`src/rtl/boost_level_pkg.sv`:
```
package boost_level_pkg;

  typedef enum logic [1:0] {
    LVL_BASE = 2'd0,
    LVL_ALL  = 2'd1,
    LVL_MAX  = 2'd2
  } levelE;

  // strobes from the control FSM into the datapath
  typedef struct packed {
    logic loadReq;    // capture the desired level as the pending request
    logic forceBase;  // retarget the pending request to base
    logic commit;     // acknowledged: pending request becomes current
  } strobeT;

endpackage

```
`src/rtl/boost_level_dp.sv`:
```
module boost_level_dp
  import boost_level_pkg::*;
#(
  parameter int NUM_MODULES = 4,
  parameter int DWELL_W     = 8
) (
  input  logic                   clk,
  input  logic                   rstN,
  input  logic                   overLimit,
  input  logic                   headroom,
  input  logic                   perfReq,
  input  logic [NUM_MODULES-1:0] sleepVec,
  input  logic [DWELL_W-1:0]     dwellCycles,
  input  strobeT                 strb,
  output logic                   wantUp,
  output logic                   wantDown,
  output logic                   dwellDone,
  output logic                   reqNonZero,
  output levelE                  curLvl,
  output levelE                  reqLvl,
  output logic [NUM_MODULES-1:0] clkEnMask
);

  localparam int CNT_W = $clog2(NUM_MODULES + 1);
  localparam int HALF  = (NUM_MODULES + 1) / 2;

  logic [CNT_W-1:0]   sleepCnt;
  logic               maxOk;
  levelE              ceilLvl;
  levelE              desired;
  logic [DWELL_W-1:0] dwellCnt;

  always_comb begin
    sleepCnt = '0;
    for (int i = 0; i < NUM_MODULES; i++) begin
      sleepCnt = sleepCnt + CNT_W'(sleepVec[i]);
    end
  end

  assign maxOk   = perfReq && (sleepCnt >= CNT_W'(HALF));
  assign ceilLvl = maxOk ? LVL_MAX : LVL_ALL;

  always_comb begin
    if (overLimit) begin
      desired = LVL_BASE;
    end else if (headroom) begin
      desired = ceilLvl;
    end else if (curLvl > ceilLvl) begin
      desired = ceilLvl;
    end else begin
      desired = curLvl;
    end
  end

  assign wantUp     = desired > curLvl;
  assign wantDown   = desired < curLvl;
  assign dwellDone  = (dwellCnt == '0);
  assign reqNonZero = (reqLvl != LVL_BASE);

  always_ff @(posedge clk or negedge rstN) begin
    if (!rstN) begin
      reqLvl <= LVL_BASE;
    end else if (strb.loadReq) begin
      reqLvl <= desired;
    end else if (strb.forceBase) begin
      reqLvl <= LVL_BASE;
    end
  end

  always_ff @(posedge clk or negedge rstN) begin
    if (!rstN) begin
      curLvl <= LVL_BASE;
    end else if (strb.commit) begin
      curLvl <= reqLvl;
    end
  end

  always_ff @(posedge clk or negedge rstN) begin
    if (!rstN) begin
      dwellCnt <= '0;
    end else if (strb.commit) begin
      dwellCnt <= dwellCycles;
    end else if (dwellCnt != '0) begin
      dwellCnt <= dwellCnt - 1'b1;
    end
  end

  for (genvar m = 0; m < NUM_MODULES; m++) begin : g_mask
    always_ff @(posedge clk or negedge rstN) begin
      if (!rstN) begin
        clkEnMask[m] <= 1'b0;
      end else begin
        clkEnMask[m] <= ~sleepVec[m];
      end
    end
  end

  // an increase may only be captured once the dwell window is empty
  p_dwell_gate_r6: assert property (@(posedge clk) disable iff (!rstN)
    (strb.loadReq && desired > curLvl) |-> dwellCnt == '0);

  // a sleeping module never keeps its clock
  p_sleep_gated_r7: assert property (@(posedge clk) disable iff (!rstN)
    1'b1 |=> (clkEnMask & $past(sleepVec)) == '0);

  // maximum boost is only ever requested when eligible
  p_max_eligible_r3: assert property (@(posedge clk) disable iff (!rstN)
    (strb.loadReq && !overLimit) |=> (reqLvl != LVL_MAX) || $past(perfReq));

endmodule

```
`src/rtl/boost_level_fsm.sv`:
```
module boost_level_fsm
  import boost_level_pkg::*;
(
  input  logic   clk,
  input  logic   rstN,
  input  logic   wantUp,
  input  logic   wantDown,
  input  logic   dwellDone,
  input  logic   overLimit,
  input  logic   reqNonZero,
  input  logic   chgAck,
  output strobeT strb,
  output logic   chgReq
);

  typedef enum logic {ST_IDLE, ST_WAIT} stateE;
  stateE state, stateNxt;

  always_comb begin
    stateNxt = state;
    strb     = '0;
    unique case (state)
      ST_IDLE: begin
        if (wantDown || (wantUp && dwellDone)) begin
          strb.loadReq = 1'b1;
          stateNxt     = ST_WAIT;
        end
      end
      ST_WAIT: begin
        if (chgAck) begin
          strb.commit = 1'b1;
          stateNxt    = ST_IDLE;
        end else if (overLimit && reqNonZero) begin
          strb.forceBase = 1'b1;
        end
      end
      default: stateNxt = ST_IDLE;
    endcase
  end

  always_ff @(posedge clk or negedge rstN) begin
    if (!rstN) begin
      state <= ST_IDLE;
    end else begin
      state <= stateNxt;
    end
  end

  assign chgReq = (state == ST_WAIT);

  // a pending request is dropped only by an acknowledge
  p_req_held_r5: assert property (@(posedge clk) disable iff (!rstN)
    (chgReq && !chgAck) |=> chgReq);

  // an acknowledge always ends the pending request
  p_ack_ends_r5: assert property (@(posedge clk) disable iff (!rstN)
    (chgReq && chgAck) |=> !chgReq);

endmodule

```
`src/rtl/boost_level_ctrl.sv`:
```
module boost_level_ctrl
  import boost_level_pkg::*;
#(
  parameter int NUM_MODULES = 4,
  parameter int DWELL_W     = 8
) (
  input  logic                   clk,
  input  logic                   rstN,
  input  logic                   overLimit,
  input  logic                   headroom,
  input  logic                   perfReq,
  input  logic [NUM_MODULES-1:0] sleepVec,
  input  logic [DWELL_W-1:0]     dwellCycles,
  input  logic                   chgAck,
  output logic                   chgReq,
  output logic [1:0]             reqLevel,
  output logic [1:0]             curLevel,
  output logic [NUM_MODULES-1:0] clkEnMask
);

  strobeT strb;
  logic   wantUp, wantDown, dwellDone, reqNonZero;
  levelE  curLvl, reqLvl;

  boost_level_dp #(
    .NUM_MODULES(NUM_MODULES),
    .DWELL_W    (DWELL_W)
  ) u_dp (
    .clk        (clk),
    .rstN       (rstN),
    .overLimit  (overLimit),
    .headroom   (headroom),
    .perfReq    (perfReq),
    .sleepVec   (sleepVec),
    .dwellCycles(dwellCycles),
    .strb       (strb),
    .wantUp     (wantUp),
    .wantDown   (wantDown),
    .dwellDone  (dwellDone),
    .reqNonZero (reqNonZero),
    .curLvl     (curLvl),
    .reqLvl     (reqLvl),
    .clkEnMask  (clkEnMask)
  );

  boost_level_fsm u_fsm (
    .clk       (clk),
    .rstN      (rstN),
    .wantUp    (wantUp),
    .wantDown  (wantDown),
    .dwellDone (dwellDone),
    .overLimit (overLimit),
    .reqNonZero(reqNonZero),
    .chgAck    (chgAck),
    .strb      (strb),
    .chgReq    (chgReq)
  );

  assign reqLevel = reqLvl;
  assign curLevel = curLvl;

  // the level code 3 is never in force
  p_level_code_r2: assert property (@(posedge clk) disable iff (!rstN)
    curLevel != 2'd3);

  // the current level moves only on an acknowledged request
  p_cur_on_ack_r5: assert property (@(posedge clk) disable iff (!rstN)
    !(chgReq && chgAck) |=> $stable(curLevel));

  // idle with a raised level: over-limit brings a base request at once
  p_overlimit_drop_r4: assert property (@(posedge clk) disable iff (!rstN)
    (overLimit && !chgReq && curLevel != 2'd0) |=> chgReq && reqLevel == 2'd0);

  // pending request without ack: over-limit retargets it to base
  p_overlimit_retarget_r4: assert property (@(posedge clk) disable iff (!rstN)
    (overLimit && chgReq && !chgAck) |=> chgReq && reqLevel == 2'd0);

endmodule

```
`config.mk`:
```
export PLATFORM = sky130hd
export DESIGN_NAME = boost_level_ctrl
export DESIGN_NICKNAME = d
export VERILOG_FILES = /design/src/rtl/boost_level_pkg.sv /design/src/rtl/boost_level_dp.sv /design/src/rtl/boost_level_fsm.sv /design/src/rtl/boost_level_ctrl.sv
export SDC_FILE = /design/constraint.sdc
export NUM_CORES = 1
export LEC_CHECK = 0
export ABC_CLOCK_PERIOD_IN_PS = 4900
export CORE_MARGIN = 4
export CORE_UTILIZATION = 44
export DETAILED_ROUTE_END_ITERATION = 10
export MAX_ROUTING_LAYER = met4
export PLACE_DENSITY = 0.84
export SLEW_MARGIN = 10
export SYNTH_ARGS = -nofsm -noshare
export SYNTH_HDL_FRONTEND = slang
export SYNTH_HIERARCHICAL = 1
export SYNTH_SLANG_ARGS = --single-unit
```
`constraint.sdc`:
```
create_clock -name clk -period 4.9 [get_ports clk]
set_input_delay 0.49 -clock clk [delete_from_list [all_inputs] [get_ports clk]]
set_output_delay 0.49 -clock clk [all_outputs]
set_load 0.01 [all_outputs]
```
==> results of run 1 <==
==> per-layer routing <==
metal  GRT usage (%)  wire, um
met1            18.5       894
met5               -         0
met3            4.63       117
met4            3.73        18
met2            27.1       978
==> area by class of cell <==
type,instances,share of cell area (%)
multi-input combinational,66,36.2
tap,27,2.70
timing repair buffer,26,20.8
clock buffer,4,2.10
sequential,17,34.0
inverter,14,4.20
==> registers in the layout, indices dropped and copies added, names as in the netlist <==
name / count
u_dp/reqLvl: 2
u_dp/clkEnMask: 4
u_fsm/chgReq: 1
u_dp/dwellCnt: 8
u_dp/curLvl: 2
==> layout by cell type (no fill, tap or decap), types with 3 or more instances in the layout <==
master	instances
nor2_1	7
or3_1	3
nor3_1	5
clkdlybuf4s50_1	26
ha_1	4
o31ai_1	4
dfrtp_1	17
inv_1	14
nand2_1	6
clkbuf_4	3
a21oi_1	4
a31oi_1	3
o21ai_0	3
==> worst paths after layout <==
| kind | from | to | slack (ns) | cells after the start |
|---|---|---|---|---|
| max | sleepVec[0] | u_dp/reqLvl[0] | 1.86 | 13 |
| min | u_dp/dwellCnt[3] | u_dp/dwellCnt[3] | 0.58 | 1 |
| max reg2reg | u_dp/dwellCnt[0] | u_dp/reqLvl[0] | 2.48 | 8 |
| min reg2reg | u_dp/dwellCnt[3] | u_dp/dwellCnt[3] | 0.58 | 1 |
| max in group asynchronous | rstN | u_dp/clkEnMask[3] | 3.78 | 1 |
| min in group asynchronous | rstN | u_dp/dwellCnt[7] | 0.64 | 1 |
==> worst reg2reg max path, stage by stage (launching register included) <==
cell and delay (ns):
dfrtp_1 0.43, inv_1 0.11, ha_1 0.21, or3b_2 0.52, nor2_1 0.31, a21oi_2 0.12, nor2_1 0.14, inv_1 0.08
o41ai_1 0.40
==> synthesized netlist by cell type, drive strengths merged <==
master / number / area share, %
a21bo: 1 / 1.1
a21boi: 1 / 0.80
a21o: 1 / 0.80
a21oi: 6 / 4.0
a31oi: 3 / 2.0
and2: 2 / 1.6
and3: 1 / 0.66
and4b: 1 / 1.1
buf: 1 / 0.53
clkbuf: 2 / 0.80
dfrtp: 17 / 45
fa: 1 / 2.1
ha: 4 / 5.3
inv: 14 / 5.6
mux2: 1 / 1.2
nand2: 6 / 2.4
nand3: 2 / 1.1
nand4b: 1 / 0.93
nor2: 7 / 2.8
nor3: 5 / 2.7
nor3b: 2 / 1.6
nor4: 1 / 0.66
o2111ai: 1 / 0.93
o211ai: 1 / 0.80
o21ai: 3 / 1.6
o31ai: 4 / 3.2
o41ai: 2 / 1.9
or2: 1 / 0.66
or3: 3 / 2.0
or3b: 1 / 0.93
or4: 2 / 1.6
xnor2: 2 / 1.9
==> metrics by stage <==
stage / hold slack [ns] / total power, mW / worst slack (ns)
after global placement: 0.523 / 0.523 / 1.72
after floorplan: 0.194 / 0.438 / 2.26
after global routing: 0.602 / 0.664 / 1.73
after detailed placement: 0.566 / 0.539 / 1.62
final: 0.579 / 0.611 / 1.86
after CTS: 0.581 / 0.615 / 1.91
==> cell families after synthesis <==
logic type | count (synthesis) | synth area share, %
compound gates | 23 | 17.0
xor+xnor | 2 | 1.86
fa+ha+maj | 5 | 7.43
buf+inv | 17 | 6.90
flops | 17 | 45.1
mux | 1 | 1.19
simple gates | 35 | 20.6
==> power by group <==
| group | switching (mW) | internal (mW) |
|---|---|---|
| sequential | 0.0601 | 0.192 |
| combinational | 0.139 | 0.147 |
| clock | 0.0405 | 0.0316 |
==> impl_metrics.csv, run 1 <==
group,metric,value,unit
outcome,status,"complete, no violations",
power,power_density,488,mW/mm^2
finish,antennaDiodeCount,0,
power,p_leak,0.533,nW
finish,stdcell_count,154,
grt,grt_overflow,0,
clock_network,htree_levels,1,
clock_network,postCtsSetupBuffers,0,
timing,finalSetupTns,0,ns
clock_network,clkLatencyLatePin,0.28,ns
synth,syn-instance-count,100,
floorplan,num_rows,16,
finish,post-route-util,62.5,%
grt,grt_util_all_layers,15.9,%
finish,seqCellArea,425,sq um
critical_path,crit_chain,"clkdlybuf4s50_1 > fa_1 > a21oi_1 > nor2_1 > or3_1 > ha_1 > inv_1 > a21oi_1 > a21oi_1 > a21oi_2 > nor2_1 > inv_1 > o41ai_1",
critical_path,crit_buf_inv,3,
finish,fin_nets,151,
synth,ys_types,34,
route,drt-total-wl,2.01,mm
critical_path,cp_data_arrival_time,3.20,ns
critical_path,crit_fanout,3,
synth,avgSynthCellArea,9.43,sq um
grt,grt_max_degree,18,
run,maxCapViolations,0,
grt,first_global_vias,819,
finish,postLayoutCellArea,0.00125,sq mm
place,post-place-cells,150,
route,first_iter_violations,8,
synth,ys_seq_area_share,45.1,%
clock_network,cts_tree,"built",
synth,synth_nets,123,
finish,multi_input_comb_area,453,sq um
timing,finalCritPeriodShare,61.9,%
floorplan,die_area,0.00295,sq mm
timing,worstMarginPinSlew,0.752,ns
place,gp_congestion,0.842,
critical_path,critPathLaunchType,"input pin",
finish,n_fill_cell,167,
timing,relSlewSlack,49.7,%
critical_path,crit_path_end_kind,"flop",
floorplan,die_w,54.3,um
timing,min_period,3.04,ns
critical_path,cp.required,5.06,ns
synth,synth-seq-cells,17,
critical_path,crit_slowest_cell,"fa_1",
place,dp_hpwl,1.58,mm
floorplan,start_util,47.1,%
grt,antenna_found_initial,0,
timing,rsz0062_at_grt,"no",
route,vias,820,
critical_path,cp_common_cell,"a21oi_1",
timing,hold_viol,0,
timing,max_freq,329,MHz
hold_path,hold_path_class,"flop to flop",
grt,grt_pass1_wl,3.33,mm
route,drt_pass1_iterations,4,
route,drtAntennaViolNets,0,
timing,setup_viol,0,
floorplan,num_io_pins,27,
clock_network,ctsResizeCount,0,
route,viasPerCell,5.32,
clock_network,ctsHoldBuffers,0,
floorplan,core_area,0.00200,sq mm
clock_network,clock_path_buffers,2,
clock_network,cts_buffers,3,
clock_network,clk_pin_slew,0.10,ns
clock_network,clock-sinks,17,
place,io_buffers,26,
clock_network,cts-root-buf,"clkbuf_4",
finish,drive_gt1_share,7.87,%
critical_path,path_class,"input pin to flop",
floorplan,dieHeight,54.3,um
route,drc_errors,0,
power,ir_worst_vdd,277,uV
finish,area_growth,32.6,%
route,routedWlPerCell,13.0,um
timing,skew,0.00870,ns
critical_path,path_delay_family,"compound AO/OA/AOI/OAI gates",
synth,ys_warn_count,6,
synth,syn-cell-area,943,sq um
timing,drv_slew,0,
place,placed_area,0.00122,sq mm
critical_path,slowest_delay,0.48,ns
No activity file was read; power rests on OpenSTA's default activity.
==> run 2: changes to the inputs <==
--- a/config.mk
+++ b/config.mk
@@ -5,7 +5,7 @@
 export SDC_FILE = /design/constraint.sdc
 export NUM_CORES = 1
 export LEC_CHECK = 0
-export ABC_CLOCK_PERIOD_IN_PS = 4900
+export ABC_CLOCK_PERIOD_IN_PS = 2800
 export CORE_MARGIN = 4
 export CORE_UTILIZATION = 44
 export DETAILED_ROUTE_END_ITERATION = 10
==> constraint.sdc (replaced) <==
create_clock -name clk -period 2.8 [get_ports clk]
set_input_delay 0.28 -clock clk [delete_from_list [all_inputs] [get_ports clk]]
set_output_delay 0.28 -clock clk [all_outputs]
set_load 0.01 [all_outputs]
==> impl_metrics.csv, run 2 (synthesis gave the netlist of run 1 again) <==
group,metric,value,unit
hold_path,hold_path_class,"input pin to async pin",
clock_network,cts_buffers,3,
clock_network,clkLatencyLatePin,0.30,ns
route,drt-total-wl,2.01,mm
clock_network,cts_tree,"built",
clock_network,clk_pin_slew,0.10,ns
route,routedWlPerCell,12.7,um
route,drt_pass1_iterations,4,
power,ir_worst_vdd,453,uV
place,dp_hpwl,1.55,mm
finish,fin_nets,155,
floorplan,die_area,0.00295,sq mm
power,p_total,1.10,mW
route,viasPerCell,5.18,
critical_path,endpoint,"u_dp/reqLvl[1]",
clock_network,clock_path_buffers,2,
timing,hold_ws,0.407,ns
clock_network,cts-root-buf,"clkbuf_4",
timing,drv_slew,0,
power,p_leak,0.561,nW
timing,setup_viol,0,
finish,final_cell_mix,"clkdlybuf4s50_1, dfrtp_1, inv_1",
finish,final_common_cell,"clkdlybuf4s50_1",
timing,min_period,2.68,ns
grt,first_global_vias,830,
route,drtAntennaViolNets,0,
timing,worstMarginPinSlew,0.740,ns
floorplan,dieHeight,54.3,um
finish,drive_gt1_share,13.7,%
timing,finalCritPeriodShare,95.6,%
timing,hold_viol,0,
outcome,status,"complete, no violations",
finish,regMostFlops,"u_dp/dwellCnt",
critical_path,crit_fanout,3,
grt,grt_max_degree,18,
critical_path,cp_data_arrival_time,2.88,ns
grt,grt_util_all_layers,17.3,%
floorplan,die_w,54.3,um
timing,skew,0.00949,ns
critical_path,r2r_slack,0.51,ns
finish,antennaDiodeCount,0,
place,io_buffers,26,
clock_network,clock-sinks,17,
floorplan,start_util,47.1,%
floorplan,num_rows,16,
critical_path,reg2reg_depth,12,
finish,n_fill_cell,173,
critical_path,path_class,"input pin to flop",
run,maxCapViolations,0,
route,drc_errors,0,
timing,max_freq,374,MHz
power,power_density,847,mW/mm^2
critical_path,r2r_end,"u_dp/reqLvl[1]",
grt,grt_pass1_wl,3.48,mm
timing,relSlewSlack,50.5,%
floorplan,num_io_pins,27,
route,first_iter_violations,5,
critical_path,crit_path_end_kind,"flop",
finish,reg_top3,"u_dp/dwellCnt: 8 flops, u_dp/clkEnMask: 4 flops",
finish,largest_reg_flops,8,
grt,antenna_found_initial,0,
place,gp_congestion,0.814,
finish,area_growth,37.4,%
critical_path,r2r_start,"u_dp/curLvl[1]",
timing,rsz0062_at_grt,"no",
floorplan,core_area,0.00200,sq mm
route,vias,819,
critical_path,cp.required,3.00,ns
clock_network,postCtsSetupBuffers,0,
clock_network,htree_levels,1,
grt,grt_overflow,0,
critical_path,critPathLaunchType,"input pin",
timing,finalSetupTns,0,ns
critical_path,critPathLaunch,"sleepVec[0]",
-- run 2: cell type report --
type | count | area [sq um] | area share, %
tap | 27 | 33.8 | 2.61
clock inverter | 1 | 5.00 | 0.386
timing repair buffer | 30 | 290 | 22.4
clock buffer | 3 | 22.5 | 1.74
multi-input combinational | 66 | 467 | 36.0
sequential | 17 | 425 | 32.8
inverter | 14 | 52.6 | 4.05
-- run 2: critical path, cell delays in order --
cell	delay, ns
clkdlybuf4s50_1	0.44
fa_1	0.50
a21oi_2	0.17
nor2_1	0.07
or3_1	0.35
ha_1	0.18
inv_1	0.05
a21oi_1	0.07
a21oi_1	0.17
a21oi_2	0.09
nor2_2	0.14
inv_1	0.08
and3_1	0.14
a21o_1	0.15
-- run 2: power by group --
| group | switching [mW] | leakage (nW) | total (mW) | internal, mW |
|---|---|---|---|---|
| logic | 0.243 | 0.336 | 0.526 | 0.283 |
| clock network | 0.0803 | 0.0177 | 0.134 | 0.0532 |
| registers | 0.102 | 0.207 | 0.439 | 0.337 |
| total | 0.425 | 0.561 | 1.10 | 0.673 |
-- run 2: repair_timing --
| item | in CTS | in global routing |
|---|---|---|
| gates resized for setup | 0 | 3 |
| hold buffers | 0 | 0 |
| endpoints found under the setup margin | 0 | 2 |
-- run 2: through the flow --
| stage | cell area [sq um] | utilization [%] | setup WS, ns | instances |
|---|---|---|---|---|
| finish | 1300 | 64.8 | 0.124 | 158 |
| global route | 1300 | 64.8 | 0.0125 | 158 |
| CTS | 1280 | 64.1 | 0.0397 | 158 |
| detailed placement | 1250 | 62.7 | -0.315 | 154 |
| global placement | 1250 | 62.7 | -0.137 | 154 |
| floorplan | 943 | - | 0.374 | 100 |
-- run 2: worst min-delay path by stage --
stage | cells after the start | to | from | slack (ns)
2_1_floorplan | 0 | u_dp/clkEnMask[0] | rstN | -0.02
3_3_place_gp | 2 | u_dp/curLvl[1] | u_dp/reqLvl[1] | 0.52
3_5_place_dp | 2 | u_dp/curLvl[1] | u_dp/reqLvl[1] | 0.55
4_1_cts | 1 | u_dp/dwellCnt[7] | rstN | 0.44
5_1_grt | 1 | u_dp/dwellCnt[7] | rstN | 0.48
6_report | 1 | u_dp/dwellCnt[7] | rstN | 0.41
-- run 2: layer usage --
| metal | up-vias | global-route usage, % | wire length (um) |
|---|---|---|---|
| met5 | - | - | 0 |
| met4 | 0 | 8.71 | 40 |
| met3 | 5 | 4.36 | 140 |
| met2 | 30 | 28.1 | 938 |
| met1 | 368 | 19.7 | 888 |
| li1 | 416 | - | - |
==> run 3: changes to the inputs <==
--- a/config.mk
+++ b/config.mk
@@ -5,7 +5,7 @@
 export SDC_FILE = /design/constraint.sdc
 export NUM_CORES = 1
 export LEC_CHECK = 0
-export ABC_CLOCK_PERIOD_IN_PS = 2800
+export ABC_CLOCK_PERIOD_IN_PS = 2900
 export CORE_MARGIN = 4
 export CORE_UTILIZATION = 44
 export DETAILED_ROUTE_END_ITERATION = 10
==> constraint.sdc (replaced) <==
create_clock -name clk -period 2.9 [get_ports clk]
set_input_delay 0.29 -clock clk [delete_from_list [all_inputs] [get_ports clk]]
set_output_delay 0.29 -clock clk [all_outputs]
set_load 0.01 [all_outputs]
==> impl_metrics.csv, run 3 (synthesis gave the netlist of run 1 again) <==
group,metric,value,unit
timing,min_period,2.72,ns
timing,finalCritPeriodShare,93.7,%
clock_network,htree_levels,1,
grt,grt_util_all_layers,16.9,%
grt,grt_overflow,0,
power,p_int,0.648,mW
grt,antenna_found_initial,0,
power,p_sw,0.423,mW
power,p_total,1.07,mW
finish,antennaDiodeCount,0,
place,gp_congestion,0.817,
route,drt_pass1_iterations,5,
timing,rsz0062_at_grt,"no",
route,drt-total-wl,2.14,mm
grt,grt_max_degree,18,
critical_path,cp.required,3.09,ns
clock_network,cts_buffers,3,
critical_path,crit_path_end_kind,"flop",
route,viasPerCell,5.47,
floorplan,start_util,47.1,%
timing,hold_ws,0.441,ns
clock_network,cts-root-buf,"clkbuf_4",
floorplan,core_area,0.00200,sq mm
finish,stdcell_count,157,
power,swShare,39.5,%
finish,area_growth,36.3,%
critical_path,critPathLaunchType,"input pin",
route,routedWlPerCell,13.6,um
clock_network,clkLatencyLatePin,0.29,ns
finish,reg_top3,"u_dp/dwellCnt: 8 flops, u_dp/clkEnMask: 4 flops",
timing,worstMarginPinSlew,0.766,ns
finish,final_common_cell,"clkdlybuf4s50_1",
outcome,status,"complete, no violations",
power,p_leak,0.556,nW
finish,final_cell_mix,"clkdlybuf4s50_1, dfrtp_1, inv_1",
clock_network,cts_tree,"built",
route,first_iter_violations,14,
critical_path,path_class,"input pin to flop",
power,p_clk_share,11.9,%
floorplan,dieHeight,54.3,um
floorplan,num_io_pins,27,
timing,drv_slew,0,
critical_path,cp_data_arrival_time,2.91,ns
finish,n_fill_cell,175,
finish,largest_reg_flops,8,
clock_network,postCtsSetupBuffers,0,
timing,hold_viol,0,
route,drtAntennaViolNets,0,
run,maxCapViolations,0,
critical_path,crit_fanout,3,
clock_network,clock-sinks,17,
floorplan,num_rows,16,
grt,grt_pass1_wl,3.48,mm
floorplan,die_area,0.00295,sq mm
route,vias,859,
grt,first_global_vias,855,
timing,max_freq,368,MHz
place,pre_cts_ws,-0.233,ns
place,dp_hpwl,1.63,mm
route,drc_errors,0,
timing,setup_viol,0,
hold_path,hold_path_class,"input pin to async pin",
clock_network,clock_path_buffers,2,
finish,regMostFlops,"u_dp/dwellCnt",
clock_network,clk_pin_slew,0.10,ns
power,seqPwrFrac,39.9,%
finish,drive_gt1_share,12.3,%
place,post-place-cells,153,
timing,skew,0.00478,ns
power,combPwrFrac,48.2,%
finish,post-route-util,64.3,%
power,ir_worst_vdd,443,uV
timing,worst_slack,0.183,ns
power,power_density,832,mW/mm^2
timing,relSlewSlack,48.8,%
place,io_buffers,26,
finish,fin_nets,154,
floorplan,die_w,54.3,um
==> run 3: power groups by stage <==
| stage | combinational [mW] | clock, mW | sequential, mW |
|---|---|---|---|
| global route | 0.569 | 0.139 | 0.443 |
| floorplan | 0.323 | 0 | 0.417 |
| finish | 0.516 | 0.127 | 0.427 |
| CTS | 0.510 | 0.130 | 0.425 |
| detailed placement | 0.508 | 0 | 0.428 |
| global placement | 0.483 | 0 | 0.423 |
==> run 3: metrics by stage <==
stage | setup TNS, ns | cell area [sq um]
2_1_floorplan | 0 | 943
3_3_place_gp | -0.0776 | 1250
3_5_place_dp | -0.359 | 1250
4_1_cts | 0 | 1270
5_1_grt | 0 | 1290
6_report | 0 | 1290
==> run 3: path summary, 6_finish.rpt <==
kind	from	end	slack [ns]	cells after the start
setup reg to reg	u_dp/dwellCnt[0]	u_dp/reqLvl[0]	0.57	8
max in group asynchronous	rstN	u_dp/curLvl[0]	1.98	1
hold reg to reg	u_dp/reqLvl[1]	u_dp/curLvl[1]	0.56	2
min in group clk	sleepVec[3]	u_dp/clkEnMask[3]	0.54	2
setup / recovery	sleepVec[0]	u_dp/reqLvl[0]	0.18	13
hold / removal	rstN	u_dp/dwellCnt[0]	0.44	1
==> run 3: layer usage <==
metal  global-route usage [%]  wire [um]
met1                     18.2        903
met2                     30.1       1100
met3                     3.54        124
met4                     6.64         12
met5                        -          0
==> run 3: repair_timing <==
item,in CTS,in global routing
gates resized for setup,0,2
hold buffers,0,0
endpoints found under the setup margin,0,1
==> run 3: area by class of cell <==
cell class,count,area (sq um),share of cell area [%]
inverters,14,52.6,4.09
well taps,27,33.8,2.63
repair buffers,29,283,22.0
flip-flops and latches,17,425,33.1
clock buffers,3,22.5,1.75
multi-input cells,66,464,36.1
clock inverters,1,5.00,0.389
==> run 3: worst max-delay path, stage by stage <==
cell             delay, ns
clkdlybuf4s50_1       0.45
fa_1                  0.50
a21oi_2               0.16
nor2_1                0.07
or3_1                 0.35
ha_1                  0.18
inv_1                 0.05
a21oi_1               0.07
a21oi_1               0.17
a21oi_2               0.09
nor2_1                0.13
inv_1                 0.09
o41ai_2               0.32
